**src/rtl/rdFramePkg.sv**
```systemverilog
package rdFramePkg;

  localparam int DATA_W      = 32;
  localparam int AFF_W       = 24;
  localparam int DIST_SPAN   = 32'h0001_0000;
  localparam int FRAME_SHIFT = 17;
  localparam int PAGE_BIT    = 16;
  localparam int PRIO_WORDS  = 8;
  localparam int CFG_WORDS   = 2;

  // word offsets (byte offset >> 2) inside a 64 KiB page
  localparam logic [13:0] W_TYPE_LO  = 14'h0002;
  localparam logic [13:0] W_TYPE_HI  = 14'h0003;
  localparam logic [13:0] W_IDENT    = 14'h3FFA;
  localparam logic [13:0] W_GROUP    = 14'h0020;
  localparam logic [13:0] W_SET_EN   = 14'h0040;
  localparam logic [13:0] W_CLR_EN   = 14'h0060;
  localparam logic [13:0] W_SET_PEND = 14'h0080;
  localparam logic [13:0] W_CLR_PEND = 14'h00A0;
  localparam logic [13:0] W_PRIO     = 14'h0100;
  localparam logic [13:0] W_CFG      = 14'h0300;

  typedef enum logic [1:0] {
    REGION_NONE   = 2'd0,
    REGION_DIST   = 2'd1,
    REGION_REDIST = 2'd2
  } regionE;

  typedef enum logic [3:0] {
    RD_ZERO, RD_ONES, RD_TYPE_LO, RD_TYPE_HI, RD_IDENT,
    RD_ENABLE, RD_PENDING, RD_PRIO, RD_CFG
  } rdSelE;

  typedef struct packed {
    logic setEn;
    logic clrEn;
    logic setPend;
    logic clrPend;
    logic wrPrio;
    logic wrCfg;
  } wrStrobeT;

endpackage

```
**src/rtl/rdAddrDecode.sv**
```systemverilog
module rdAddrDecode
  import rdFramePkg::*;
#(
  parameter int ADDR_W   = 32,
  parameter int MAX_CPUS = 4,
  localparam int CPU_W   = (MAX_CPUS > 1) ? $clog2(MAX_CPUS) : 1,
  localparam int CNT_W   = $clog2(MAX_CPUS + 1)
) (
  input  logic              reqValid,
  input  logic              reqWrite,
  input  logic [ADDR_W-1:0] reqAddr,
  input  logic [1:0]        reqSize,
  input  logic [ADDR_W-1:0] distBase,
  input  logic [ADDR_W-1:0] redistBase,
  input  logic [CNT_W-1:0]  onlineCpus,
  output regionE            regionSel,
  output logic [CPU_W-1:0]  frameIdx,
  output logic              sgiPage,
  output rdSelE             rdSel,
  output logic [2:0]        wordSel,
  output wrStrobeT          strb
);

  localparam int LIM_W = (ADDR_W > CNT_W + FRAME_SHIFT) ? ADDR_W : CNT_W + FRAME_SHIFT;
  localparam int EXT_W = LIM_W + 2;

  logic [EXT_W-1:0] accBytes, distOff, rdOff, redistLimit;
  logic [CNT_W-1:0] onlineEff;
  logic             distHit, redistHit, isWr;
  logic [13:0]      wordOff;

  always_comb begin
    accBytes    = EXT_W'(1) << reqSize;
    distOff     = EXT_W'(reqAddr) - EXT_W'(distBase);
    rdOff       = EXT_W'(reqAddr) - EXT_W'(redistBase);
    onlineEff   = (onlineCpus > CNT_W'(MAX_CPUS)) ? CNT_W'(MAX_CPUS) : onlineCpus;
    redistLimit = EXT_W'(onlineEff) << FRAME_SHIFT;
    distHit     = (reqAddr >= distBase) && (distOff + accBytes <= EXT_W'(DIST_SPAN));
    redistHit   = (reqAddr >= redistBase) && (rdOff + accBytes <= redistLimit);
  end

  always_comb begin
    if (!reqValid)      regionSel = REGION_NONE;
    else if (distHit)   regionSel = REGION_DIST;
    else if (redistHit) regionSel = REGION_REDIST;
    else                regionSel = REGION_NONE;
  end

  assign frameIdx = rdOff[FRAME_SHIFT +: CPU_W];
  assign sgiPage  = rdOff[PAGE_BIT];
  assign wordOff  = rdOff[15:2];
  assign isWr     = (regionSel == REGION_REDIST) && reqWrite;

  // register select and write strobes for the addressed frame
  always_comb begin
    rdSel   = RD_ZERO;
    wordSel = '0;
    strb    = '0;
    if (regionSel == REGION_REDIST) begin
      if (!sgiPage) begin
        if (wordOff == W_TYPE_LO)      rdSel = RD_TYPE_LO;
        else if (wordOff == W_TYPE_HI) rdSel = RD_TYPE_HI;
        else if (wordOff == W_IDENT)   rdSel = RD_IDENT;
      end else begin
        if (wordOff == W_GROUP) begin
          rdSel = RD_ONES;
        end else if (wordOff == W_SET_EN || wordOff == W_CLR_EN) begin
          rdSel        = RD_ENABLE;
          strb.setEn   = isWr && (wordOff == W_SET_EN);
          strb.clrEn   = isWr && (wordOff == W_CLR_EN);
        end else if (wordOff == W_SET_PEND || wordOff == W_CLR_PEND) begin
          rdSel        = RD_PENDING;
          strb.setPend = isWr && (wordOff == W_SET_PEND);
          strb.clrPend = isWr && (wordOff == W_CLR_PEND);
        end else if (wordOff >= W_PRIO && wordOff < W_PRIO + 14'(PRIO_WORDS)) begin
          rdSel        = RD_PRIO;
          wordSel      = wordOff[2:0];
          strb.wrPrio  = isWr;
        end else if (wordOff >= W_CFG && wordOff < W_CFG + 14'(CFG_WORDS)) begin
          rdSel        = RD_CFG;
          wordSel      = {2'b00, wordOff[0]};
          strb.wrCfg   = isWr;
        end
      end
    end
  end

endmodule

```
**src/rtl/rdPrivDatapath.sv**
```systemverilog
module rdPrivDatapath
  import rdFramePkg::*;
#(
  parameter int MAX_CPUS = 4,
  localparam int CPU_W   = (MAX_CPUS > 1) ? $clog2(MAX_CPUS) : 1,
  localparam int CNT_W   = $clog2(MAX_CPUS + 1)
) (
  input  logic                      clk,
  input  logic                      rstN,
  input  wrStrobeT                  strb,
  input  logic [CPU_W-1:0]          frameIdx,
  input  logic [2:0]                wordSel,
  input  rdSelE                     rdSel,
  input  logic [DATA_W-1:0]         wdata,
  input  logic [CNT_W-1:0]          onlineCpus,
  input  logic [AFF_W*MAX_CPUS-1:0] affTable,
  output logic [DATA_W-1:0]         rdData
);

  logic [DATA_W-1:0]                 enArr   [MAX_CPUS];
  logic [DATA_W-1:0]                 pendArr [MAX_CPUS];
  logic [PRIO_WORDS-1:0][DATA_W-1:0] prioArr [MAX_CPUS];
  logic [CFG_WORDS-1:0][DATA_W-1:0]  cfgArr  [MAX_CPUS];
  logic [AFF_W-1:0]                  affArr  [MAX_CPUS];

  for (genvar c = 0; c < MAX_CPUS; c++) begin : gCpu
    logic                              sel;
    logic [DATA_W-1:0]                 enQ, pendQ;
    logic [PRIO_WORDS-1:0][DATA_W-1:0] prioQ;
    logic [CFG_WORDS-1:0][DATA_W-1:0]  cfgQ;

    assign sel = (frameIdx == CPU_W'(c));

    always_ff @(posedge clk or negedge rstN) begin
      if (!rstN) begin
        enQ   <= '0;
        pendQ <= '0;
        prioQ <= '0;
        cfgQ  <= '0;
      end else if (sel) begin
        if (strb.setEn)   enQ   <= enQ | wdata;
        if (strb.clrEn)   enQ   <= enQ & ~wdata;
        if (strb.setPend) pendQ <= pendQ | wdata;
        if (strb.clrPend) pendQ <= pendQ & ~wdata;
        if (strb.wrPrio)  prioQ[wordSel] <= wdata;
        if (strb.wrCfg)   cfgQ[wordSel[0]] <= wdata;
      end
    end

    assign enArr[c]   = enQ;
    assign pendArr[c] = pendQ;
    assign prioArr[c] = prioQ;
    assign cfgArr[c]  = cfgQ;
    assign affArr[c]  = affTable[c*AFF_W +: AFF_W];
  end

  logic [CNT_W-1:0] onlineEff;
  logic             lastFrame;

  assign onlineEff = (onlineCpus > CNT_W'(MAX_CPUS)) ? CNT_W'(MAX_CPUS) : onlineCpus;
  assign lastFrame = (CNT_W'(frameIdx) + CNT_W'(1)) == onlineEff;

  always_comb begin
    unique case (rdSel)
      RD_ONES:    rdData = '1;
      RD_TYPE_LO: rdData = (DATA_W'(frameIdx) << 8) | (lastFrame ? DATA_W'(32'h10) : '0);
      RD_TYPE_HI: rdData = DATA_W'(affArr[frameIdx]);
      RD_IDENT:   rdData = DATA_W'(32'h3B);
      RD_ENABLE:  rdData = enArr[frameIdx];
      RD_PENDING: rdData = pendArr[frameIdx];
      RD_PRIO:    rdData = prioArr[frameIdx][wordSel];
      RD_CFG:     rdData = cfgArr[frameIdx][wordSel[0]];
      default:    rdData = '0;
    endcase
  end

endmodule

```
**src/rtl/redistFrameDecoder.sv**
```systemverilog
module redistFrameDecoder
  import rdFramePkg::*;
#(
  parameter int ADDR_W   = 32,
  parameter int MAX_CPUS = 4,
  localparam int CPU_W   = (MAX_CPUS > 1) ? $clog2(MAX_CPUS) : 1,
  localparam int CNT_W   = $clog2(MAX_CPUS + 1)
) (
  input  logic                      clk,
  input  logic                      rstN,
  input  logic                      reqValid,
  input  logic                      reqWrite,
  input  logic [ADDR_W-1:0]         reqAddr,
  input  logic [1:0]                reqSize,
  input  logic [DATA_W-1:0]         reqWdata,
  input  logic [ADDR_W-1:0]         distBase,
  input  logic [ADDR_W-1:0]         redistBase,
  input  logic [CNT_W-1:0]          onlineCpus,
  input  logic [AFF_W*MAX_CPUS-1:0] affTable,
  output logic [1:0]                regionSel,
  output logic [CPU_W-1:0]          frameIdx,
  output logic                      sgiPage,
  output logic [DATA_W-1:0]         rdData
);

  regionE   regionInt;
  rdSelE    rdSel;
  logic [2:0] wordSel;
  wrStrobeT strb;

  rdAddrDecode #(.ADDR_W(ADDR_W), .MAX_CPUS(MAX_CPUS)) u_decode (
    .reqValid  (reqValid),
    .reqWrite  (reqWrite),
    .reqAddr   (reqAddr),
    .reqSize   (reqSize),
    .distBase  (distBase),
    .redistBase(redistBase),
    .onlineCpus(onlineCpus),
    .regionSel (regionInt),
    .frameIdx  (frameIdx),
    .sgiPage   (sgiPage),
    .rdSel     (rdSel),
    .wordSel   (wordSel),
    .strb      (strb)
  );

  rdPrivDatapath #(.MAX_CPUS(MAX_CPUS)) u_data (
    .clk       (clk),
    .rstN      (rstN),
    .strb      (strb),
    .frameIdx  (frameIdx),
    .wordSel   (wordSel),
    .rdSel     (rdSel),
    .wdata     (reqWdata),
    .onlineCpus(onlineCpus),
    .affTable  (affTable),
    .rdData    (rdData)
  );

  assign regionSel = regionInt;

endmodule

```
**config.mk**
```make
export PLATFORM = sky130hd
export DESIGN_NAME = redistFrameDecoder
export DESIGN_NICKNAME = d
export VERILOG_FILES = /design/src/rtl/rdFramePkg.sv /design/src/rtl/rdAddrDecode.sv /design/src/rtl/rdPrivDatapath.sv /design/src/rtl/redistFrameDecoder.sv
export SDC_FILE = /design/constraint.sdc
export NUM_CORES = 2
export LEC_CHECK = 0
export ABC_AREA = 1
export BUFFER_PORTS_ARGS = -buffer_cell sky130_fd_sc_hd__buf_2
export CORE_MARGIN = 4
export CORE_UTILIZATION = 50
export DETAILED_ROUTE_END_ITERATION = 6
export GPL_TIMING_DRIVEN = 1
export PLACE_DENSITY = 0.71
export SLEW_MARGIN = 20
export SYNTH_ARGS = -nofsm -noshare
export SYNTH_HDL_FRONTEND = slang
export SYNTH_SLANG_ARGS = --single-unit
export TNS_END_PERCENT = 20
```
**constraint.sdc**
```tcl
create_clock -name clk -period 11.96 [get_ports clk]
set_input_delay 2.392 -clock clk [delete_from_list [all_inputs] [get_ports clk]]
set_output_delay 2.392 -clock clk [all_outputs]
set_load 0.02 [all_outputs]
```
======== Word-level counts from Yosys, hierarchy flattened ========
Index checks and enable logic that the tools add are counted.
storage, ports and cells
  word-level logic and storage cells ...... 220
  bits of input ports ..................... 233
  memories kept ........................... 0
  output and inout bits ................... 37
  bits in writable memories ............... 0
  ROM bits ................................ 0
  register bits ........................... 1,536
  latch bits .............................. 0
operators by class
  $add $sub $neg .......................... 5
  bitwise logic cells ..................... 19
  muxes and demuxes ....................... 80
  $lt $le $gt $ge ......................... 14
  divide/modulo/power cells ............... 0
  equal/unequal tests ..................... 21
  reduce and logical (&&, ||, !) cells .... 32
  shift operators ......................... 1
  multiply operators ...................... 0
operator list
  cell                  count
  $bwmux 256            4
  $mux 32               25
  $bmux 256 s2          1
  $mux 256              2
  $and 32x32->32        8
  $bwmux 64             4
  $or 32x32->32         8
  $pmux 32 s8           1
  $bmux 32 s2           2
  $bmux 64 s2           1
  $mux 64               2
  $bmux 32 s3           1
  $demux 32 s3          1
  $add 34x34->34        2
  $sub 32x32->33        2
  $ge 32x32->1          2
  $bmux 24 s2           1
  $mux 24               2
  $mux 4                10
  $le 34x17->1 const B  1
  $le 34x20->1          1
  $shl 1x2->34 const A  1
  $demux 32 s1          1
  $not 32->32           1
  other kinds (35)      88

======== Depth between registers and ports, before layout ========
  word-level depth ........................ 18
  gate-level depth with buffers ........... 45
  gate-level depth less buffers ........... 40

======== Cells and area by module ========
A second synthesis with hierarchy kept.
unflattened totals
  cell total of the unflattened synthesis .. 12,179
  area total of the unflattened synthesis .. 83,780.4 um^2
by module, submodules not included
  module          area each (um^2)  cells each  times used  sequential area each (um^2)
  rdPrivDatapath  75,466.1          10,448      1           38,436.9
  rdAddrDecode    8,314.2           1,731       1           0.0

======== Worst setup path after synthesis ========
Ideal clock, no wire load.
  path kind ............................... input to output
  start ................................... input redistBase[2]
  end ..................................... output rdData[28]
  arrival ................................. 8.261 ns
  stages on the path ...................... 43
  data required time ...................... 9.568 ns
  path slack .............................. 1.307 ns
  buffers on the path ..................... 6
  cells stage by stage .................... inv_1 -> ha_1 -> buf_2 -> nand2_1 -> nand2_1 -> nand2_1 -> nand2_1 -> nand2_1 -> nand3_1 -> nand2_1 -> nand2_1 -> nand2_1 -> nand2_1 -> clkbuf_1 -> inv_2 -> clkbuf_1 -> clkbuf_1 -> buf_1 -> [7 not listed] -> nand4_1 -> a21oi_1 -> nand2_1 -> nor2_1 -> nand3_1 -> nor2_1 -> nand3_1 -> nand2_1 -> nand3_1 -> inv_1 -> nand2_1 -> nor2_1 -> o21ai_1 -> nand2_1 -> clkbuf_1 -> o21ai_0 -> nor2_1 -> nand2_1
between the ends
  elaborated cells on any way between the ends .. 68
  classes of those cells .................. 2 x add/sub; 6 x order compare; 17 x eq/ne; 37 x mux; 1 x bitwise; 5 x reduce/logical
RTL lines
  what                                    line                                        RTL
  from (decl)                             redistFrameDecoder.sv:17                    input logic [ADDR_W-1:0] redistBase,
  $sub 32x32->33 *                        rdAddrDecode.sv:35                          rdOff = EXT_W'(reqAddr) - EXT_W'(redistBase);
  named net frameIdx[0]                   redistFrameDecoder.sv:21                    output logic [CPU_W-1:0] frameIdx,
  $add 34x34->34 *                        rdAddrDecode.sv:39                          redistHit = (reqAddr >= redistBase) && (rdOff + accBytes <= redistLimit);
  $le 34x20->1 *                          rdAddrDecode.sv:39
  $logic_and 1x1->1 *                     rdAddrDecode.sv:39
  $mux 2 *                                rdAddrDecode.sv:45                          else if (redistHit) regionSel = REGION_REDIST;
  $mux 2 *                                rdAddrDecode.sv:44                          else if (distHit) regionSel = REGION_DIST;
  $mux 2 *                                rdAddrDecode.sv:43                          if (!reqValid) regionSel = REGION_NONE;
  named net regionSel[1]                  redistFrameDecoder.sv:20                    output logic [1:0] regionSel,
  $eq 2x2->1 *                            rdAddrDecode.sv:59                          if (regionSel == REGION_REDIST) begin
  $mux 3                                  rdAddrDecode.sv:59
  $bmux 32 s3 or $mux 32 (tied branches)  rdPrivDatapath.sv:71, rdPrivDatapath.sv:72
  $mux 32, on equally long branches       rdPrivDatapath.sv:71, rdPrivDatapath.sv:72
  $pmux 32 s8 *                           rdPrivDatapath.sv:64                        unique case (rdSel)
  to (decl)                               redistFrameDecoder.sv:23                    output logic [DATA_W-1:0] rdData
Mark *: on every way through the listed nets, which the timed path passes. The rest lies on a longest branch. The select of a mux whose other input is x is not followed.

======== Worst setup path after layout ========
  start ................................... input reqAddr[0]
  end ..................................... output rdData[11]
between the ends
  longest elaborated chain between the ends .. 13
  elaborated cells on any way between the ends .. 76
  classes of those cells .................. 4 x add/sub; 8 x order compare; 17 x eq/ne; 40 x mux; 1 x bitwise; 6 x reduce/logical
RTL lines
  what                                                                     line                      RTL
  from (decl)                                                              redistFrameDecoder.sv:13  input logic [ADDR_W-1:0] reqAddr,
  parallel branches: the longest is 12 deep, another holds $add 34x34->34  -
  $pmux 32 s8 *                                                            rdPrivDatapath.sv:64
Every way passes the cells marked *. The select of a mux whose other input is x is not followed.

==> impl_metrics.toml <==
[clock_tree]
cts_sinks = 1536
cts_setup_buffers = 0
numCtsBuffers = 165
htree_levels = 4
clk_pin_slew_ns = 0.06
cts-resized-gates = 0
cts_tree = "done"
clk-insertion-delay-late_ns = 0.80
cts_max_path_buffers = 3
ctsHoldBuffers = 0
root_buffer = "clkbuf_16"

[routing]
ant_nets = 0
drc_errors = 8
drtPass1Iterations = 7
wl_per_cell_microns = 21.5
wirelength_mm = 282
dr.first_iter.drc_count = 9785
vias = 77100
via_per_inst = 5.89

[logic_synthesis]
synthTopCellsByCount = "nand2_1 (3590), dfrtp_1 (1536), o21ai_1 (1148)"
synth_top_cell_area_share_pct = 47.2
synth.most_common_cell = "nand2_1"
synthMuxAreaShare_pct = 0
netlist_area_sq_um = 81500
ys_warn_count = 0
synth-simple-area-share_pct = 25.3
syn_nets = 11300
synthArstFlopShare_pct = 100
yosys_register_bits = 1536
avgSynthCellArea_sq_um = 7.41
synth_edf_count = 0
synth_cell_types = 48
synth-compound-area-share_pct = 18.1
synth-xor-area-share_pct = 0.226
synthCells = 11000
ys.flop_type = "dfrtp_1"
ys_top_cells_by_area = "dfrtp_1 (47%), nand2_1 (17%), o21ai_1 (7.1%)"
synth_top_family_by_area = "simple AND/OR/NAND/NOR gates"
seq_area_frac_synth_pct = 47.2
yosys.area_share.adder_pct = 1.31
yosysTopAreaCell = "dfrtp_1"

[flow_run]
cap_violations = 0

[timing]
setup_viol = 0
worst_pin_slew_ns = 1.12
slew_headroom_pct = 25.5
timing.final.crit_share_pct = 96.0
min_period_ns = 11.48
hold_violations = 0
timing.setup.tns_ns = 0
slew_viol_final = 0
max_freq_mhz = 87.1
fin_hold_ws_ns = 0.483
skew_ns = 0
rsz0062_at_grt = "no"

[grt]
overflow = 0
grt_max_degree = 193
antenna_found_initial = 14
grt_use_total_pct = 32.7
grt_pass1_wl_mm = 433
grt_pass1_vias = 71700

[finish]
nets = 11100
seqCellArea_sq_um = 38400
fin_util_pct = 55.5
finalNonFillerCells = 13100
drive_gt1_share_pct = 7.48
multiInputGateArea_sq_um = 36700
nFillCells = 15200
area_delta_synth_final_pct = 9.96

[worst_setup_path]
path_max_fanout = 32
slowest_stage = "fa_1"
critical_path.startpoint_type = "input port"
cpMostUsedCell = "nand2_1"
cp.arrival_ns = 9.09
endpoint_kind = "primary output"
max_stage_delay_ns = 0.48
path_class = "in2out"
cp.required_ns = 9.57

[floorplanning]
die_w_microns = 412
start_util_pct = 50.5
die_height_microns = 412
dieArea_sq_um = 169000
fp.coreArea_sq_um = 161000
num_rows = 147
ios = 270

[placed_design]
dpl.cell_count = 12800
port_buffers = 269
gp_congestion = 0.971
hpwlAfterDp_mm = 185

[worst_hold_path]
hold_class = "reg2reg"

[power]
p_leak_nw = 42.0
p_per_area_nw_per_um2 = 143
vdd_drop_max_v = 0.000165

[status]
violations = "design-rule violations"
status = "complete, but fails checks"
[per-layer routing]
metal / GRT usage, % / wire length [microns]
met1: 43.9 / 114000
met2: 50.8 / 127000
met3: 5.66 / 23100
met4: 17.6 / 17300
met5: 0 / 37
[metrics by stage]
| step | area (sq um) | worst slack (ns) | power [W] |
|---|---|---|---|
| 6_report | 89600 | 0.481 | 0.0128 |
| 5_1_grt | 89600 | 0.0476 | 0.0132 |
| 4_1_cts | 89500 | 0.399 | 0.0128 |
| 3_5_place_dp | 83900 | 0.405 | 0.00749 |
| 3_3_place_gp | 83900 | 0.611 | 0.00750 |
| 2_1_floorplan | 81500 | 1.31 | 0.00660 |
[cell families after synthesis]
logic type               count (synthesis)
AND/OR/NAND/NOR                       5082
AO/OA/AOI/OAI                         2596
buffers and inverters                 1683
flip-flops                            1536
adder cells (fa/ha/maj)                 83
XOR/XNOR                                21
[area by class of cell]
type                            instances  share of cell area (%)
Clock inverter                         69                    1.13
Timing Repair Buffer                  436                    3.11
Tap cell                             2160                    3.02
Sequential cell                      1536                    42.9
Inverter                              858                    3.61
Antenna cell                            8                  0.0223
Clock buffer                          232                    5.22
Multi-Input combinational cell       7782                    41.0
[where the power goes]
group | internal, W | leakage (nW) | switching [W] | total, W
Clock | 0.00316 | 2.78 | 0.00221 | 0.00537
Sequential | 0.00520 | 20.8 | 0.0000000000224 | 0.00520
Combinational | 0.000554 | 18.4 | 0.00169 | 0.00225
Total | 0.00891 | 42.0 | 0.00390 | 0.0128
[critical path: cells and delay by family]
family,cells,cell delay [ns]
compound gates,1,0.13
fa+ha+maj,4,1.21
buf+inv,7,1.20
xor+xnor,2,0.51
simple gates,28,3.61
[cells in the final DEF (no fill, tap or decap), drive strengths merged, types with 2 or more instances in the layout]
master / synthesis / final
nor2: 746 / 746
nand3: 442 / 442
a211oi: 4 / 4
nand2: 3625 / 3625
clkinv: 2 / 42
clkinvlp: 0 / 6
nor3: 37 / 37
o211ai: 14 / 14
nor4: 5 / 5
o21ai: 1794 / 1794
fa: 4 / 4
buf: 184 / 436
a32oi: 63 / 63
ha: 79 / 79
o32ai: 24 / 24
nand4: 206 / 206
bufinv: 0 / 19
a31oi: 3 / 3
clkbuf: 641 / 232
diode: 0 / 8
dfrtp: 1536 / 1536
inv: 856 / 860
o22ai: 76 / 76
o2111ai: 2 / 2
xnor2: 2 / 2
xor2: 19 / 19
nand3b: 14 / 14
a21oi: 361 / 361
o21bai: 3 / 3
a32o: 247 / 247
and2: 5 / 5
[worst paths after layout]
kind / to / depth (start not counted) / slack (ns) / from
min in group asynchronous: u_data.gCpu[2].prioQ[203] / 1 / 1.66 / rstN
max in group asynchronous: async pin / 3 / 7.82 / rstN
setup reg to reg: register / 2 / 11.15 / register
hold reg to reg: u_data.cfgArr[2] / 2 / 0.48 / u_data.cfgArr[2]
setup / recovery: rdData[11] / 42 / 0.48 / reqAddr[0]
hold / removal: u_data.cfgArr[2] / 2 / 0.48 / u_data.cfgArr[2]
Power figures use the tool's default switching activity.
